--- config.mk ---
export PLATFORM = sky130hd
export DESIGN_NAME = sdr_cmd_ctrl
export DESIGN_NICKNAME = d
export VERILOG_FILES = /design/src/rtl/sdr_cmd_pkg.sv /design/src/rtl/sdr_pin_decode.sv /design/src/rtl/sdr_power_fsm.sv /design/src/rtl/sdr_bank_fsm.sv /design/src/rtl/sdr_dq_path.sv /design/src/rtl/sdr_cmd_ctrl.sv
export SDC_FILE = /design/constraint.sdc
export NUM_CORES = 1
export LEC_CHECK = 0
export BUFFER_PORTS_ARGS = -buffer_cell sky130_fd_sc_hd__buf_2
export CAP_MARGIN = 0
export CORE_MARGIN = 5
export CORE_UTILIZATION = 30
export DETAILED_ROUTE_END_ITERATION = 10
export PLACE_DENSITY_LB_ADDON = 0.08
export RECOVER_POWER = 25
export SLEW_MARGIN = 10
export SYNTH_ARGS = -nofsm -noshare
export SYNTH_HDL_FRONTEND = slang
export SYNTH_SLANG_ARGS = --single-unit
--- constraint.sdc ---
create_clock -name clk -period 2.5 [get_ports clk]
set_clock_uncertainty 0.1 [all_clocks]
set_input_delay 0.5 -clock clk [delete_from_list [all_inputs] [get_ports clk]]
set_output_delay 0.5 -clock clk [all_outputs]
set_load 0.01 [all_outputs]
--- src/rtl/sdr_cmd_pkg.sv ---
`timescale 1ns/1ps
package sdr_cmd_pkg;

    typedef enum logic [3:0] {
        C_NOP, C_MRS, C_REF, C_SREF, C_PRE, C_PALL,
        C_ACT, C_WR, C_WRA, C_RD, C_RDA, C_BST
    } cmd_e;

    typedef enum logic [1:0] {
        M_RUN, M_SUSP, M_PDN, M_SREF
    } mode_e;

    typedef enum logic {
        B_IDLE, B_OPEN
    } bank_e;

    localparam int STB_W  = 11;
    localparam int S_MRS  = 0;
    localparam int S_REF  = 1;
    localparam int S_SREF = 2;
    localparam int S_PRE  = 3;
    localparam int S_PALL = 4;
    localparam int S_ACT  = 5;
    localparam int S_WR   = 6;
    localparam int S_WRA  = 7;
    localparam int S_RD   = 8;
    localparam int S_RDA  = 9;
    localparam int S_BST  = 10;

endpackage

--- src/rtl/sdr_pin_decode.sv ---
`timescale 1ns/1ps
module sdr_pin_decode
    import sdr_cmd_pkg::*;
(
    input  logic cs_n,
    input  logic ras_n,
    input  logic cas_n,
    input  logic we_n,
    input  logic cke,
    input  logic ap,
    output cmd_e cmd
);

    always_comb begin
        cmd = C_NOP;
        if (!cs_n) begin
            unique case ({ras_n, cas_n, we_n})
                3'b000: cmd = C_MRS;
                3'b001: cmd = cke ? C_REF : C_SREF;
                3'b010: cmd = ap ? C_PALL : C_PRE;
                3'b011: cmd = C_ACT;
                3'b100: cmd = ap ? C_WRA : C_WR;
                3'b101: cmd = ap ? C_RDA : C_RD;
                3'b110: cmd = C_BST;
                3'b111: cmd = C_NOP;
            endcase
        end
    end

endmodule

--- src/rtl/sdr_power_fsm.sv ---
`timescale 1ns/1ps
module sdr_power_fsm
    import sdr_cmd_pkg::*;
(
    input  logic clk,
    input  logic rst_n,
    input  logic cke,
    input  logic sref_go,
    input  logic pd_ok,
    input  logic all_idle,
    output logic run,
    output logic pwr_down
);

    mode_e mode_q, mode_d;

    always_comb begin
        mode_d = mode_q;
        unique case (mode_q)
            M_RUN: begin
                if (!cke) begin
                    if (sref_go)    mode_d = M_SREF;
                    else if (pd_ok) mode_d = M_PDN;
                    else            mode_d = M_SUSP;
                end
            end
            M_SUSP, M_PDN, M_SREF: begin
                if (cke) mode_d = M_RUN;
            end
        endcase
    end

    always_ff @(posedge clk or negedge rst_n) begin
        if (!rst_n) mode_q <= M_RUN;
        else        mode_q <= mode_d;
    end

    always_comb begin
        run      = (mode_q == M_RUN);
        pwr_down = (mode_q == M_PDN) || (mode_q == M_SREF);
    end

    // low-power state is entered only from an all-idle device
    a_r7_pd_only_idle: assert property (@(posedge clk) disable iff (!rst_n)
        $rose(pwr_down) |-> $past(all_idle));

endmodule

--- src/rtl/sdr_bank_fsm.sv ---
`timescale 1ns/1ps
module sdr_bank_fsm
    import sdr_cmd_pkg::*;
(
    input  logic clk,
    input  logic rst_n,
    input  logic open_go,
    input  logic close_go,
    output logic is_open
);

    bank_e st_q;

    always_ff @(posedge clk or negedge rst_n) begin
        if (!rst_n)        st_q <= B_IDLE;
        else if (open_go)  st_q <= B_OPEN;
        else if (close_go) st_q <= B_IDLE;
    end

    always_comb is_open = (st_q == B_OPEN);

    a_r2_open_follows: assert property (@(posedge clk) disable iff (!rst_n)
        open_go |=> is_open);
    a_r2_close_follows: assert property (@(posedge clk) disable iff (!rst_n)
        (close_go && !open_go) |=> !is_open);

endmodule

--- src/rtl/sdr_dq_path.sv ---
`timescale 1ns/1ps
module sdr_dq_path #(
    parameter int CL_MAX = 3,
    parameter int CL_W   = 2
) (
    input  logic            clk,
    input  logic            rst_n,
    input  logic            adv,
    input  logic            rd_go,
    input  logic            wr_go,
    input  logic            dqm,
    input  logic [CL_W-1:0] cl,
    output logic            rd_oe,
    output logic            wr_mask
);

    localparam int PIPE_D = CL_MAX - 1;

    logic [PIPE_D-1:0] pipe_q, pipe_d;
    logic              dqm_q;
    logic              due;

    always_comb begin
        due    = pipe_q[0] | (rd_go && int'(cl) == 1);
        pipe_d = pipe_q >> 1;
        for (int i = 0; i < PIPE_D; i++) begin
            if (rd_go && int'(cl) == i + 2) pipe_d[i] = 1'b1;
        end
    end

    always_ff @(posedge clk or negedge rst_n) begin
        if (!rst_n) begin
            pipe_q  <= '0;
            dqm_q   <= 1'b0;
            rd_oe   <= 1'b0;
            wr_mask <= 1'b0;
        end else begin
            if (adv) begin
                pipe_q <= pipe_d;
                dqm_q  <= dqm;
                rd_oe  <= due & ~dqm_q;
            end
            wr_mask <= wr_go & dqm;
        end
    end

    // a frozen clock holds the read output enable
    a_r6_oe_held: assert property (@(posedge clk) disable iff (!rst_n)
        !adv |=> $stable(rd_oe));

endmodule

--- src/rtl/sdr_cmd_ctrl.sv ---
`timescale 1ns/1ps
module sdr_cmd_ctrl
    import sdr_cmd_pkg::*;
#(
    parameter int ADDR_W   = 11,
    parameter int AP_BIT   = 10,
    parameter int CL_LSB   = 4,
    parameter int CL_MAX   = 3,
    parameter int CL_RESET = 2
) (
    input  logic              clk,
    input  logic              rst_n,
    input  logic              cke,
    input  logic              cs_n,
    input  logic              ras_n,
    input  logic              cas_n,
    input  logic              we_n,
    input  logic              dqm,
    input  logic              bank_sel,
    input  logic [ADDR_W-1:0] addr,
    output logic [STB_W-1:0]  cmd_stb,
    output logic [1:0]        bank_active,
    output logic              rd_oe,
    output logic              wr_mask,
    output logic              pwr_down,
    output logic              err
);

    localparam int NBANK = 2;
    localparam int CL_W  = $clog2(CL_MAX + 1);

    cmd_e             cmd;
    logic             run, all_idle, tgt_open, legal, acc;
    logic [NBANK-1:0] bank_open, open_go, close_go;
    logic [CL_W-1:0]  cl_q, cl_field;
    logic [STB_W-1:0] stb_d;
    logic             unused_addr;

    assign unused_addr = ^addr;
    assign cl_field    = addr[CL_LSB +: CL_W];

    sdr_pin_decode u_dec (
        .cs_n (cs_n), .ras_n (ras_n), .cas_n (cas_n), .we_n (we_n),
        .cke  (cke),  .ap    (addr[AP_BIT]), .cmd (cmd)
    );

    always_comb begin
        all_idle = ~|bank_open;
        tgt_open = bank_open[bank_sel];
        unique case (cmd)
            C_MRS:               legal = all_idle && cl_field != '0
                                         && int'(cl_field) <= CL_MAX;
            C_REF, C_SREF:       legal = all_idle;
            C_ACT:               legal = !tgt_open;
            C_RD, C_RDA,
            C_WR, C_WRA:         legal = tgt_open;
            default:             legal = 1'b1;
        endcase
        acc = run && legal && (cmd != C_NOP);
        for (int b = 0; b < NBANK; b++) begin
            open_go[b]  = acc && cmd == C_ACT && int'(bank_sel) == b;
            close_go[b] = acc && (cmd == C_PALL ||
                          ((cmd == C_PRE || cmd == C_RDA || cmd == C_WRA)
                           && int'(bank_sel) == b));
        end
    end

    always_comb begin
        stb_d = '0;
        if (acc) begin
            unique case (cmd)
                C_MRS:   stb_d[S_MRS]  = 1'b1;
                C_REF:   stb_d[S_REF]  = 1'b1;
                C_SREF:  stb_d[S_SREF] = 1'b1;
                C_PRE:   stb_d[S_PRE]  = 1'b1;
                C_PALL:  stb_d[S_PALL] = 1'b1;
                C_ACT:   stb_d[S_ACT]  = 1'b1;
                C_WR:    stb_d[S_WR]   = 1'b1;
                C_WRA:   stb_d[S_WRA]  = 1'b1;
                C_RD:    stb_d[S_RD]   = 1'b1;
                C_RDA:   stb_d[S_RDA]  = 1'b1;
                C_BST:   stb_d[S_BST]  = 1'b1;
                default: ;
            endcase
        end
    end

    always_ff @(posedge clk or negedge rst_n) begin
        if (!rst_n) begin
            cmd_stb <= '0;
            err     <= 1'b0;
            cl_q    <= CL_W'(CL_RESET);
        end else begin
            cmd_stb <= stb_d;
            if (run && !legal)        err  <= 1'b1;
            if (acc && cmd == C_MRS)  cl_q <= cl_field;
        end
    end

    for (genvar b = 0; b < NBANK; b++) begin : g_bank
        sdr_bank_fsm u_bank (
            .clk (clk), .rst_n (rst_n),
            .open_go (open_go[b]), .close_go (close_go[b]),
            .is_open (bank_open[b])
        );
    end

    assign bank_active = bank_open;

    sdr_power_fsm u_pwr (
        .clk      (clk),
        .rst_n    (rst_n),
        .cke      (cke),
        .sref_go  (acc && cmd == C_SREF),
        .pd_ok    (cmd == C_NOP && all_idle),
        .all_idle (all_idle),
        .run      (run),
        .pwr_down (pwr_down)
    );

    sdr_dq_path #(.CL_MAX (CL_MAX), .CL_W (CL_W)) u_dq (
        .clk     (clk),
        .rst_n   (rst_n),
        .adv     (run),
        .rd_go   (acc && (cmd == C_RD || cmd == C_RDA)),
        .wr_go   (acc && (cmd == C_WR || cmd == C_WRA)),
        .dqm     (dqm),
        .cl      (cl_q),
        .rd_oe   (rd_oe),
        .wr_mask (wr_mask)
    );

    a_r1_stb_onehot: assert property (@(posedge clk) disable iff (!rst_n)
        $onehot0(cmd_stb));
    a_r6_frozen_no_stb: assert property (@(posedge clk) disable iff (!rst_n)
        !run |=> (cmd_stb == '0));
    a_r9_err_sticky: assert property (@(posedge clk) disable iff (!rst_n)
        err |=> err);
    a_r3_mask_with_write: assert property (@(posedge clk) disable iff (!rst_n)
        wr_mask |-> (cmd_stb[S_WR] || cmd_stb[S_WRA]));

endmodule

# == Yosys cells after proc, flatten, opt, wreduce, memory -nomap -nowiden ==
# Cells that the tools add are included.
# classes
n_mux,32
bitwise_logic,5
reduce_logical,41
magnitude_cmp,1
eq_ne,26
# op_table
cell,n
$pmux W4 S8,1
$mux W1,21
$logic_and A1 B1 Y1,19
$eq A4 B3 Y1 const B,4
$eq A4 B4 Y1 const B,4
$eq A3 B3 Y1 const B,4
$mux W11,1
$mux W2,5
$eq A2 B2 Y1 const B,4
$eq A4 B2 Y1 const B,2
$mux W4,2
$logic_or A1 B1 Y1,7
$eq A3 B2 Y1 const B,2
$reduce_bool A2 Y1,3
$eq A2 B1 Y1 const B,2
$eq A4 B1 Y1 const B,1
$logic_not A4 Y1,1
$ne A2 B2 Y1 const B,2
$pmux W1 S4,1
$pmux W2 S2,1
$reduce_bool A4 Y1,1
$reduce_or A2 Y1,2
$reduce_or A4 Y1,1
$eq A3 B1 Y1 const B,1
9 further kinds,13
# totals
regBits,23
input_bits,20
elab_cells,115
out_inout_bits,17

# == Depth between registers and ports, before layout ==
# Gate-level depths: netlist of the first run.
# logic_depth
word_depth,12
ltp_mapped,5
depth_no_buf,4

# == Hierarchy ==
# A second synthesis of the first run with hierarchy kept.
# hier_totals
hier_cells,127
area_unflattened_um2,1298.7
# by_module_without_submodules
mod,instances,area_each_um2,seq_area_each_um2,cells_each
sdr_cmd_ctrl,1,813.3,351.6,79
sdr_dq_path,1,220.2,125.1,18
sdr_pin_decode,1,96.3,0.0,14
sdr_power_fsm,1,96.3,50.0,10
sdr_bank_fsm,2,36.3,25.0,3

# == Worst setup path after synthesis of the first run ==
# OpenSTA, ideal clock, no wires.
# synth_timing
path_type,input-to-reg
startpoint,input ras_n
endpoint,register cl_q[0]
required_ns,2.272
t_arrival_ns,2.005
path_stages,5
path_slack_ns,0.268
n_path_buf,1
setup_time_ns,0.128
path_cell_list,buf_6 > or4_4 > o32a_2 > a2111oi_4 > mux2_1
# synth_between
elab_chain_len,9
word_cells_on_any_way,25
cone_classes,eq/ne: 15; mux: 3; reduce/logical: 7
# synth_lines
element,line,rtl
from (decl),sdr_cmd_ctrl.sv:15,"input logic ras_n,"
"$eq A3 B3 Y1, or another cell as far along",sdr_pin_decode.sv:17,"unique case ({ras_n, cas_n, we_n})"
$pmux W4 S8 *,sdr_pin_decode.sv:17,
$mux W4 *,sdr_pin_decode.sv:16,if (!cs_n) begin
"$eq A4 B4 Y1, or another cell as far along",sdr_cmd_ctrl.sv:50,unique case (cmd)
$reduce_or A4 Y1 or $reduce_or A2 Y1 (tied branches),sdr_cmd_ctrl.sv:50,
$pmux W1 S4,sdr_cmd_ctrl.sv:50,
$logic_and A1 B1 Y1 (2 in series),sdr_cmd_ctrl.sv:59,acc = run && legal && (cmd != C_NOP);
$logic_and A1 B1 Y1 *,sdr_cmd_ctrl.sv:96,if (acc && cmd == C_MRS) cl_q <= cl_field;
to (signal assigned),sdr_cmd_ctrl.sv:92,cl_q <= CL_W'(CL_RESET);
to (signal assigned),sdr_cmd_ctrl.sv:96,
to (decl),sdr_cmd_ctrl.sv:35,"logic [CL_W-1:0] cl_q, cl_field;"
# Every way passes the cells marked *; elsewhere a longest branch is shown, timed or not.
# A chain may end at the register's enable or synchronous reset.

# == Worst setup path after layout of the first run ==
# layout_timing
startpoint,register g_bank[0].u_bank.st_q
endpoint,register cl_q[0]
# layout_between
elab_chain_len,7
word_cells_on_any_way,10
cone_classes,mux: 3; reduce/logical: 7
# layout_lines
element,line,rtl
from (decl),sdr_bank_fsm.sv:12,bank_e st_q;
from (signal assigned),sdr_bank_fsm.sv:15,if (!rst_n) st_q <= B_IDLE;
from (signal assigned),sdr_bank_fsm.sv:16,else if (open_go) st_q <= B_OPEN;
from (signal assigned),sdr_bank_fsm.sv:17,else if (close_go) st_q <= B_IDLE;
$mux W1 (implied by the code) or $reduce_or A2 Y1 (tied branches),"sdr_cmd_ctrl.sv:49, sdr_cmd_ctrl.sv:48",
$mux W1 (implied by the code) or $logic_not A1 Y1 (tied branches),"sdr_cmd_ctrl.sv:49, sdr_cmd_ctrl.sv:48",
$logic_not A1 Y1 or $logic_and A1 B1 Y1 (tied branches),"sdr_cmd_ctrl.sv:54, sdr_cmd_ctrl.sv:51",
$pmux W1 S4 *,sdr_cmd_ctrl.sv:50,
$logic_and A1 B1 Y1 * (2 in series),sdr_cmd_ctrl.sv:59,
$logic_and A1 B1 Y1 *,sdr_cmd_ctrl.sv:96,
# Every way passes the cells marked *; elsewhere a longest branch is shown, timed or not. The select of a mux whose other input is x is not followed.

==> results of run 1 <==
## worst paths after layout
kind | end | slack, ps | cells after the start
max in group asynchronous | g_bank[1].u_bank.is_open | 1240 | 1
max reg2reg | cl_q[0] | 430 | 4
max | cl_q[0] | 430 | 4
min in group asynchronous | u_dq.wr_mask | 360 | 1
min | u_pwr.mode_q[0] | 340 | 2
min reg2reg | err | 350 | 1
## worst reg2reg max path, delay by kind of cell (launching register included)
| kind | cells | cell delay (ps) |
|---|---|---|
| AOI/OAI and AO/OA | 2 | 600 |
| DFF | 1 | 420 |
| muxes | 1 | 360 |
| and+or+nand+nor | 1 | 490 |
## through the flow
stage               utilization, %  setup slack (ps)
floorplan                        -             267.6
global placement             35.71             211.5
detailed placement           35.71             171.1
CTS                          36.95             411.9
global route                 36.91             359.4
finish                       36.91             430.5
## layout make-up
class | instances | area (µm²)
inverter | 7 | 26.28
clock buffer | 4 | 45.04
fill | 394 | 2292
sequential | 23 | 576.8
multi-input combinational | 65 | 471.7
timing repair buffer | 31 | 161.4
tap | 48 | 60.06
## routing by layer
metal  up-vias  GRT usage (%)  share of wire [%]
met4         0          2.505                1.1
met2        29          16.48                 45
li1        428              -                  -
met5         -              0                  0
met1       430          14.64                 47
met3         4          2.841                6.5
## power by group
part,internal [mW],switching (mW),total [mW]
registers,0.405,0.0295,0.434
clock network,0.114,0.113,0.227
logic,0.0645,0.0979,0.162
total,0.583,0.241,0.824
## cells in the final DEF, fill, tap and decap left out, types with 2 or more instances in the layout
cell type	Yosys	final
o21ai_0	3	3
mux2i_1	2	2
nor3b_1	2	2
nand2_1	3	3
nor3_1	6	6
nor4b_2	2	2
mux2_1	2	2
buf_2	0	27
clkbuf_8	0	3
clkbuf_1	4	2
nor2_1	8	8
nor2b_1	2	2
a21oi_1	2	2
o32ai_1	3	3
nor4bb_1	2	2
o221ai_1	2	2
o21ai_1	4	4
inv_1	7	7
buf_4	2	3
nand2b_1	3	3
dfrtp_1	22	22
## registers in the layout, indices dropped and copies added, names as in the netlist
signal,flops
cmd_stb,11
cl_q,2
g_bank.u_bank.is_open,2
u_dq.pipe_q,2
u_pwr.mode_q,2
err,1
u_dq.dqm_q,1
u_dq.rd_oe,1
u_dq.wr_mask,1
## cells by family after synthesis
group | synth area share [%]
simple gates | 21.08
compound gates | 16.37
flops | 51.68
buf+inv | 6.053
mux | 4.820
==> run summary, run 1 <==
## Clock network
* 0 — CTS hold repair buffers
* 260 ps — latest clock arrival within the worst-skew pair
* 0 — buffer count from post-CTS setup fixing
* 3 — total clock buffers created by CTS
* 2 — maximum root-to-sink buffer count
* 1 — CTS H-Tree Depth
* built — CTS tree
* 23 — sinks on the clock net
* 80 ps — clock-pin slew on the worst setup and hold paths
* clkbuf_8 — root buffer selected by CTS
* 0 — number of cells upsized or downsized after cts

## Final layout
* 178 — Post-Layout Cell Count
* 151 — number of nets in the layout
* 0 — Diodes inserted
* 1341 µm² — finished layout cell area
* 33.08% — fraction of final layout cells with drive strength greater than 1
* 20.18% — area growth from synthesis to final layout

## Setup path
* 4 — critical path peak fanout
* or4_4 — master of the slowest instance on the critical path
* flop — endpoint kind of the worst setup timing path
* flop to flop — category of the most critical setup path
* 2120 ps — worst path arrival time
* compound AO/OA/AOI/OAI gates — gate family responsible for the most delay along the worst path
* 0 — Buf+Inv Stages, Crit Path
* g_bank[0].u_bank.is_open — FF-to-FF Start
* 490 ps — slowest cell delay on critical path
* flop — startpoint type of the worst setup path
* 2550 ps — required arrival time at the worst endpoint
* g_bank[0].u_bank.is_open — Critical Path Source
* or4_4 -> o32a_2 -> a2111oi_4 -> mux2_1 — crit path cell chain

## Synthesis
* 0 — number of flops mapped to enable cells by yosys
* 100.0% — share of synthesized flip-flops with an asynchronous set or reset
* 102 — gate count of the mapped netlist
* 10.94 µm² — Mapped Avg Cell Area
* 1116 µm² — Synth Cell Area
* 40 — synth unique cells
* 122 — Mapped Nets
* dfrtp_1 (49%), nor3_1 (2.7%), nor2_1 (2.7%) — top area cells in the synthesized netlist
* dfrtp_1 (22), nor2_1 (8), inv_1 (7) — leading post-synthesis cells by instance count
* 0 — yosys synthesis warning count
* dfrtp_1 — flip-flop cell with the highest count after synthesis
* 51.68% — portion of the post-synthesis area used by sequential elements
* dfrtp_1 — most frequent cell after synthesis
* 49.33% — top cell type's share of synthesized area
* dfrtp_1 — largest area contributor in the synthesized netlist
* 23 — register bit total from synthesis

## STA
* 82.78% — final clock period utilization by the worst path
* 483.2 MHz — maximum clock frequency
* 339.3 ps — Fin Hold WS
* 0 ps — Fin Setup TNS
* 0 — final setup fails
* 2069 ps — crit path time final
* no — unrepaired setup endpoints after global routing
* 0 — Hold Violations, Final
* 1183 ps — transition time at the pin with the least slew margin
* 21.11% — remaining max-slew budget at the tightest pin
* 0 — total count of max-transition violations in the final report

## Routing
* 5.006 — via-per-instance ratio
* 891 — Vias
* 14.25 µm — average wire per cell in the routed design
* 0 — number of DRC violations after detailed routing
* 20 — violation count after the first detailed-routing iteration
* 4 — Initial DRT Pass Iterations
* 2536 µm — total wirelength of the detailed-routed design
* 0 — Routed Antenna Nets

## Place
* 0.7751 — Routability Congestion
* 174 — number of instances in the placed design
* 1922 µm — HPWL Detailed
* 1297 µm² — area post-placement
* 28 — count of buffers from port buffering

## Power and ir drop
* 614.0 nW/µm² — Cell Pwr Density
* 0.0002757 V — Max IR drop VDD
* 0.6111 nW — cell leakage power
* 0.8235 mW — post-route total power

## Outcome
* complete, no violations — run status

## Global routing
* 10.58% — overall track demand over capacity in global routing
* 0 — number of antenna violations at the first check in global routing
* 897 — via count of the first global-routing pass
* 24 — largest net degree at the start of global routing
* 4264 µm — global-route wire length before repair
* 0 — total congestion overflow after global routing

## Floorplan
* 3633 µm² — Core Area
* 22 — Site Rows
* 30.72% — starting density of the core
* 71.00 µm — height of the chip
* 37 — I/O Pins
* 71.00 µm — DIE WIDTH
* 5040 µm² — die area

## Hold path
* primary input to flop — type of the most critical hold path
* cke — origin of the worst min-delay path

## Flow run
* 0 — max-cap violations

Note: power is estimated with default switching activity, not from simulation.
==> run 2: changes to the inputs <==
- clock period: 2.5 -> 1.7 ns (I/O delays scaled with it)
==> run 2 against run 1 <==
Compared with the run above: the flow now finishes with violations (setup timing); clock power up 42%; flip-flop and latch count is the same; critical path type unchanged; highest routed layer unchanged; via count up 12%; critical endpoint unchanged; worst hold slack got worse by 150 ps.
==> run summary, run 2 (synthesis gave the netlist of run 1 again) <==
## Outcome
* finished with violations — run status
* setup timing — violated checks

## STA
* 498.8 MHz — maximum clock frequency
* 0 — total count of max-transition violations in the final report
* 0 — Hold Violations, Final
* -304.7 ps — final critical-path setup slack
* 63.35% — remaining max-slew budget at the tightest pin
* 549.7 ps — transition time at the pin with the least slew margin
* 20 — final setup fails
* yes — unrepaired setup endpoints after global routing
* 117.9% — final clock period utilization by the worst path
* -2608 ps — Fin Setup TNS
* 2005 ps — crit path time final

## Routing
* 180 µm — DR WL met3
* 0 — Routed Antenna Nets
* 0 — number of DRC violations after detailed routing
* 4.873 — via-per-instance ratio
* 2825 µm — total wirelength of the detailed-routed design
* 33 — violation count after the first detailed-routing iteration
* 999 — Vias
* met4 — top metal layer carrying routed signals
* 13.78 µm — average wire per cell in the routed design
* 1283 µm — total routed wire length on the met1 layer
* 4 — Initial DRT Pass Iterations
* 1344 µm — wire length on met2

## Final layout
* 0 — Diodes inserted
* 205 — Post-Layout Cell Count
* 11 — Largest register FFs
* 57.96% — fraction of final layout cells with drive strength greater than 1
* buf_2 (27), buf_4 (26), dfrtp_1 (22) — commonest cells after routing, fill and taps aside
* 178 — number of nets in the layout
* buf_2 — commonest non-fill, non-tap cell in the layout
* 1719 µm² — finished layout cell area
* 54.04% — area growth from synthesis to final layout
* 372 — Filler Cells Inserted
* cmd_stb — register with the most flip-flops

## Clock network
* 23 — sinks on the clock net
* built — CTS tree
* clkbuf_8 — root buffer selected by CTS
* 250 ps — latest clock arrival within the worst-skew pair
* 1 — CTS H-Tree Depth
* 80 ps — clock-pin slew on the worst setup and hold paths
* 3 — total clock buffers created by CTS
* 2 — maximum root-to-sink buffer count

## Power and ir drop
* 821.1 nW/µm² — Cell Pwr Density
* 0.0004205 V — Max IR drop VDD
* 0.7704 nW — cell leakage power
* 1.412 mW — post-route total power

## Floorplan
* 71.00 µm — height of the chip
* 22 — Site Rows
* 30.72% — starting density of the core
* 37 — I/O Pins
* 71.00 µm — DIE WIDTH
* 3633 µm² — Core Area
* 5040 µm² — die area

## Setup path
* 500 ps — slowest cell delay on critical path
* flop to flop — category of the most critical setup path
* -300 ps — register-to-register setup slack
* 0 — Buf+Inv Stages, Crit Path
* 2 — critical path peak fanout
* or4_4 -> o32a_4 -> a2111oi_4 -> mux2_4 — crit path cell chain
* flop — startpoint type of the worst setup path
* or4_4 — master of the slowest instance on the critical path
* 2050 ps — worst path arrival time
* flop — endpoint kind of the worst setup timing path
* compound AO/OA/AOI/OAI gates — gate family responsible for the most delay along the worst path
* 1740 ps — required arrival time at the worst endpoint

## Place
* 2045 µm — HPWL Detailed
* 1451 µm² — area post-placement
* -414.8 ps — Post-Place Setup Slack
* 28 — count of buffers from port buffering
* 0.7072 — Routability Congestion
* 193 — number of instances in the placed design

## Global routing
* 4719 µm — global-route wire length before repair
* 0 — number of antenna violations at the first check in global routing
* 24 — largest net degree at the start of global routing
* 11.66% — overall track demand over capacity in global routing
* 0 — total congestion overflow after global routing
* 971 — via count of the first global-routing pass

## Hold path
* primary input to flop — type of the most critical hold path

## Flow run
* 0 — max-cap violations

-- run 2: power breakdown --
part | internal, mW | switching, mW | total (mW)
sequential | 0.595 | 0.0412 | 0.636
clock | 0.167 | 0.157 | 0.323
combinational | 0.226 | 0.226 | 0.452
total | 0.988 | 0.424 | 1.41
-- run 2: layout make-up --
| class | instances | area, µm² | share of cell area [%] |
|---|---|---|---|
| Multi-Input combinational cell | 66 | 643.1 | 37.41 |
| Clock buffer | 4 | 45.04 | 2.620 |
| Sequential cell | 23 | 576.8 | 33.55 |
| Inverter | 7 | 26.28 | 1.528 |
| Tap cell | 48 | 60.06 | 3.493 |
| Timing Repair Buffer | 57 | 367.9 | 21.40 |
-- run 2: per-layer routing --
layer	GRT usage, %	vias up
met5	0	-
met3	2.415	2
met2	18.54	30
li1	-	485
met1	15.85	482
met4	3.758	0
-- run 2: timing repair --
action,4_1_cts,5_1_grt
pin swaps,1,9
endpoints found under the setup margin,19,20
hold endpoints to repair,22,0
gates resized for setup,7,23
buffers inserted,1,5
hold buffers,1,0
gates cloned,1,0
-- run 2: through the flow --
stage | util, % | hold slack [ps]
after floorplan | - | -55.59
after global routing | 47.31 | 192.3
after global placement | 39.94 | 234.9
after detailed placement | 39.94 | 236.9
final | 47.31 | 190.2
after CTS | 43.04 | 170.7
-- run 2: final timing paths --
path	endpoint	cells past startpoint	startpoint
max reg2reg	cl_q[0]	4	g_bank[0].u_bank.is_open
min in group asynchronous	u_dq.dqm_q	2	rst_n
max in group asynchronous	cl_q[1]	2	rst_n
min	cmd_stb[2]	2	cke
max	cl_q[0]	4	g_bank[0].u_bank.is_open
min reg2reg	err	1	err
-- run 2: worst register-to-register path, cell delays in order (launching register included) --
cell and delay (ps):
dfrtp_1 400, or4_4 500, o32a_4 220, a2111oi_4 350
mux2_4 330
==> run 3: changes to the inputs <==
- CTS_BUF_LIST: default -> sky130_fd_sc_hd__clkbuf_4
==> run 3 against run 2 <==
Compared with the run above: the flow still finishes with violations (setup timing); via count shrank 1.6%; flip-flop and latch count is the same; utilization shrank 0.52 points; design area shrank 1.1%; critical endpoint unchanged.
==> run summary, run 3 (synthesis gave the netlist of run 1 again) <==
## Outcome
* finished with violations — run status
* setup timing — violated checks

## Routing
* 4 — Initial DRT Pass Iterations
* 2844 µm — total wirelength of the detailed-routed design
* 983 — Vias
* 4.795 — via-per-instance ratio
* 0 — number of DRC violations after detailed routing
* 13.87 µm — average wire per cell in the routed design
* 0 — Routed Antenna Nets
* 39 — violation count after the first detailed-routing iteration

## STA
* 497.1 MHz — maximum clock frequency
* 63.06% — remaining max-slew budget at the tightest pin
* -311.6 ps — final critical-path setup slack
* 0 — Hold Violations, Final
* 554.1 ps — transition time at the pin with the least slew margin
* 2012 ps — crit path time final
* 118.3% — final clock period utilization by the worst path
* yes — unrepaired setup endpoints after global routing
* 0 — total count of max-transition violations in the final report
* 20 — final setup fails

## Setup path
* g_bank[0].u_bank.is_open — FF-to-FF Start
* 4 — R2R depth
* 2130 ps — worst path arrival time
* or4_4 — master of the slowest instance on the critical path
* flop to flop — category of the most critical setup path
* -310 ps — register-to-register setup slack
* 0 — Buf+Inv Stages, Crit Path
* or4_4 -> o32a_4 -> a2111oi_4 -> mux2_4 — crit path cell chain
* cl_q[0] — crit path capture
* flop — endpoint kind of the worst setup timing path
* flop — startpoint type of the worst setup path
* compound AO/OA/AOI/OAI gates — gate family responsible for the most delay along the worst path
* g_bank[0].u_bank.is_open — Critical Path Source
* 4 — Critical Path Stages
* 1820 ps — required arrival time at the worst endpoint
* 500 ps — slowest cell delay on critical path
* 2 — critical path peak fanout
* cl_q[0] — end of the worst register-to-register path

## Power and ir drop
* 0.0003898 V — Max IR drop VDD
* 31.59% — fraction of power spent switching nets
* 46.9% — sequential share of power
* 0.7663 nW — cell leakage power
* 0.4288 mW — net switching power of the design
* 798.3 nW/µm² — Cell Pwr Density
* 0.9287 mW — cell-internal power
* 20.0% — Clk network pwr share
* 33.1% — Comb power frac

## Final layout
* cmd_stb — register with the most flip-flops
* 57.96% — fraction of final layout cells with drive strength greater than 1
* buf_2 — commonest non-fill, non-tap cell in the layout
* 0 — Diodes inserted
* 178 — number of nets in the layout
* 205 — Post-Layout Cell Count
* 46.80% — utilization after layout
* buf_2 (27), buf_4 (26), dfrtp_1 (22) — commonest cells after routing, fill and taps aside
* 1700 µm² — finished layout cell area
* 11 — Largest register FFs
* 52.35% — area growth from synthesis to final layout

## Flow run
* 0 — max-cap violations

## Floorplan
* 71.00 µm — DIE WIDTH
* 30.72% — starting density of the core
* 37 — I/O Pins
* 71.00 µm — height of the chip
* 22 — Site Rows
* 5040 µm² — die area
* 3633 µm² — Core Area

## Global routing
* 11.78% — overall track demand over capacity in global routing
* 4719 µm — global-route wire length before repair
* 0 — total congestion overflow after global routing
* 24 — largest net degree at the start of global routing
* 0 — number of antenna violations at the first check in global routing
* 970 — via count of the first global-routing pass

## Clock network
* 320 ps — latest clock arrival within the worst-skew pair
* clkbuf_4 — root buffer selected by CTS
* built — CTS tree
* 1 — CTS H-Tree Depth
* 3 — total clock buffers created by CTS
* 120 ps — clock-pin slew on the worst setup and hold paths
* 23 — sinks on the clock net
* 2 — maximum root-to-sink buffer count

## Place
* 0.7072 — Routability Congestion
* 28 — count of buffers from port buffering
* 2045 µm — HPWL Detailed
* 1451 µm² — area post-placement
* 193 — number of instances in the placed design

## Hold path
* primary input to flop — type of the most critical hold path
* cke — origin of the worst min-delay path

## run 3: cell count changes in the layout (fill, tap and decap cells not counted)
cell	delta
clkbuf_1	-1
a21oi_1	+1
clkbuf_4	+4
clkbuf_8	-3
a21oi_2	-1
## run 3: per-layer routing
layer / GRT usage (%) / share of wire, %
met3: 2.841 / 5.2
met2: 18.33 / 46
met5: 0 / 0
met4: 5.010 / 1.8
met1: 15.59 / 47
## run 3: cell type report
class | count | area, µm²
Fill cell | 368 | 1933
Multi-Input combinational cell | 66 | 639.4
Sequential cell | 23 | 576.8
Timing Repair Buffer | 57 | 367.9
Tap cell | 48 | 60.06
Clock buffer | 4 | 30.03
Inverter | 7 | 26.28
## run 3: worst min path at each step
stage / endpoint / depth (start not counted)
finish: cmd_stb[2] / 2
global route: cmd_stb[2] / 2
CTS: cmd_stb[2] / 2
detailed placement: u_dq.dqm_q / 1
global placement: u_dq.dqm_q / 1
floorplan: cl_q[0] / 0
## run 3: what timing repair did
| action | CTS | global route |
|---|---|---|
| setup buffers | 1 | 5 |
| gates cloned | 1 | 0 |
| pin swaps | 1 | 9 |
| hold endpoints to repair | 22 | 0 |
| endpoints found under the setup margin | 19 | 20 |
| hold buffers | 1 | 0 |
| resized for setup | 7 | 22 |
## run 3: per-stage QoR
stage | hold slack [ps] | total power, mW | worst slack [ps] | setup TNS (ps)
2_1_floorplan | -55.59 | 0.8180 | -367.9 | -1469
3_3_place_gp | 234.9 | 0.9637 | -387.0 | -4018
3_5_place_dp | 236.9 | 0.9644 | -414.8 | -3857
4_1_cts | 104.6 | 1.281 | -331.4 | -1546
5_1_grt | 109.5 | 1.433 | -357.2 | -4097
6_report | 117.4 | 1.357 | -311.6 | -2702
## run 3: power groups by stage
stage | sequential, mW | clock, mW | combinational, mW
floorplan | 0.640 | 0 | 0.178
global placement | 0.641 | 0 | 0.323
detailed placement | 0.642 | 0 | 0.323
finish | 0.637 | 0.271 | 0.449
CTS | 0.635 | 0.277 | 0.370
global route | 0.642 | 0.303 | 0.488
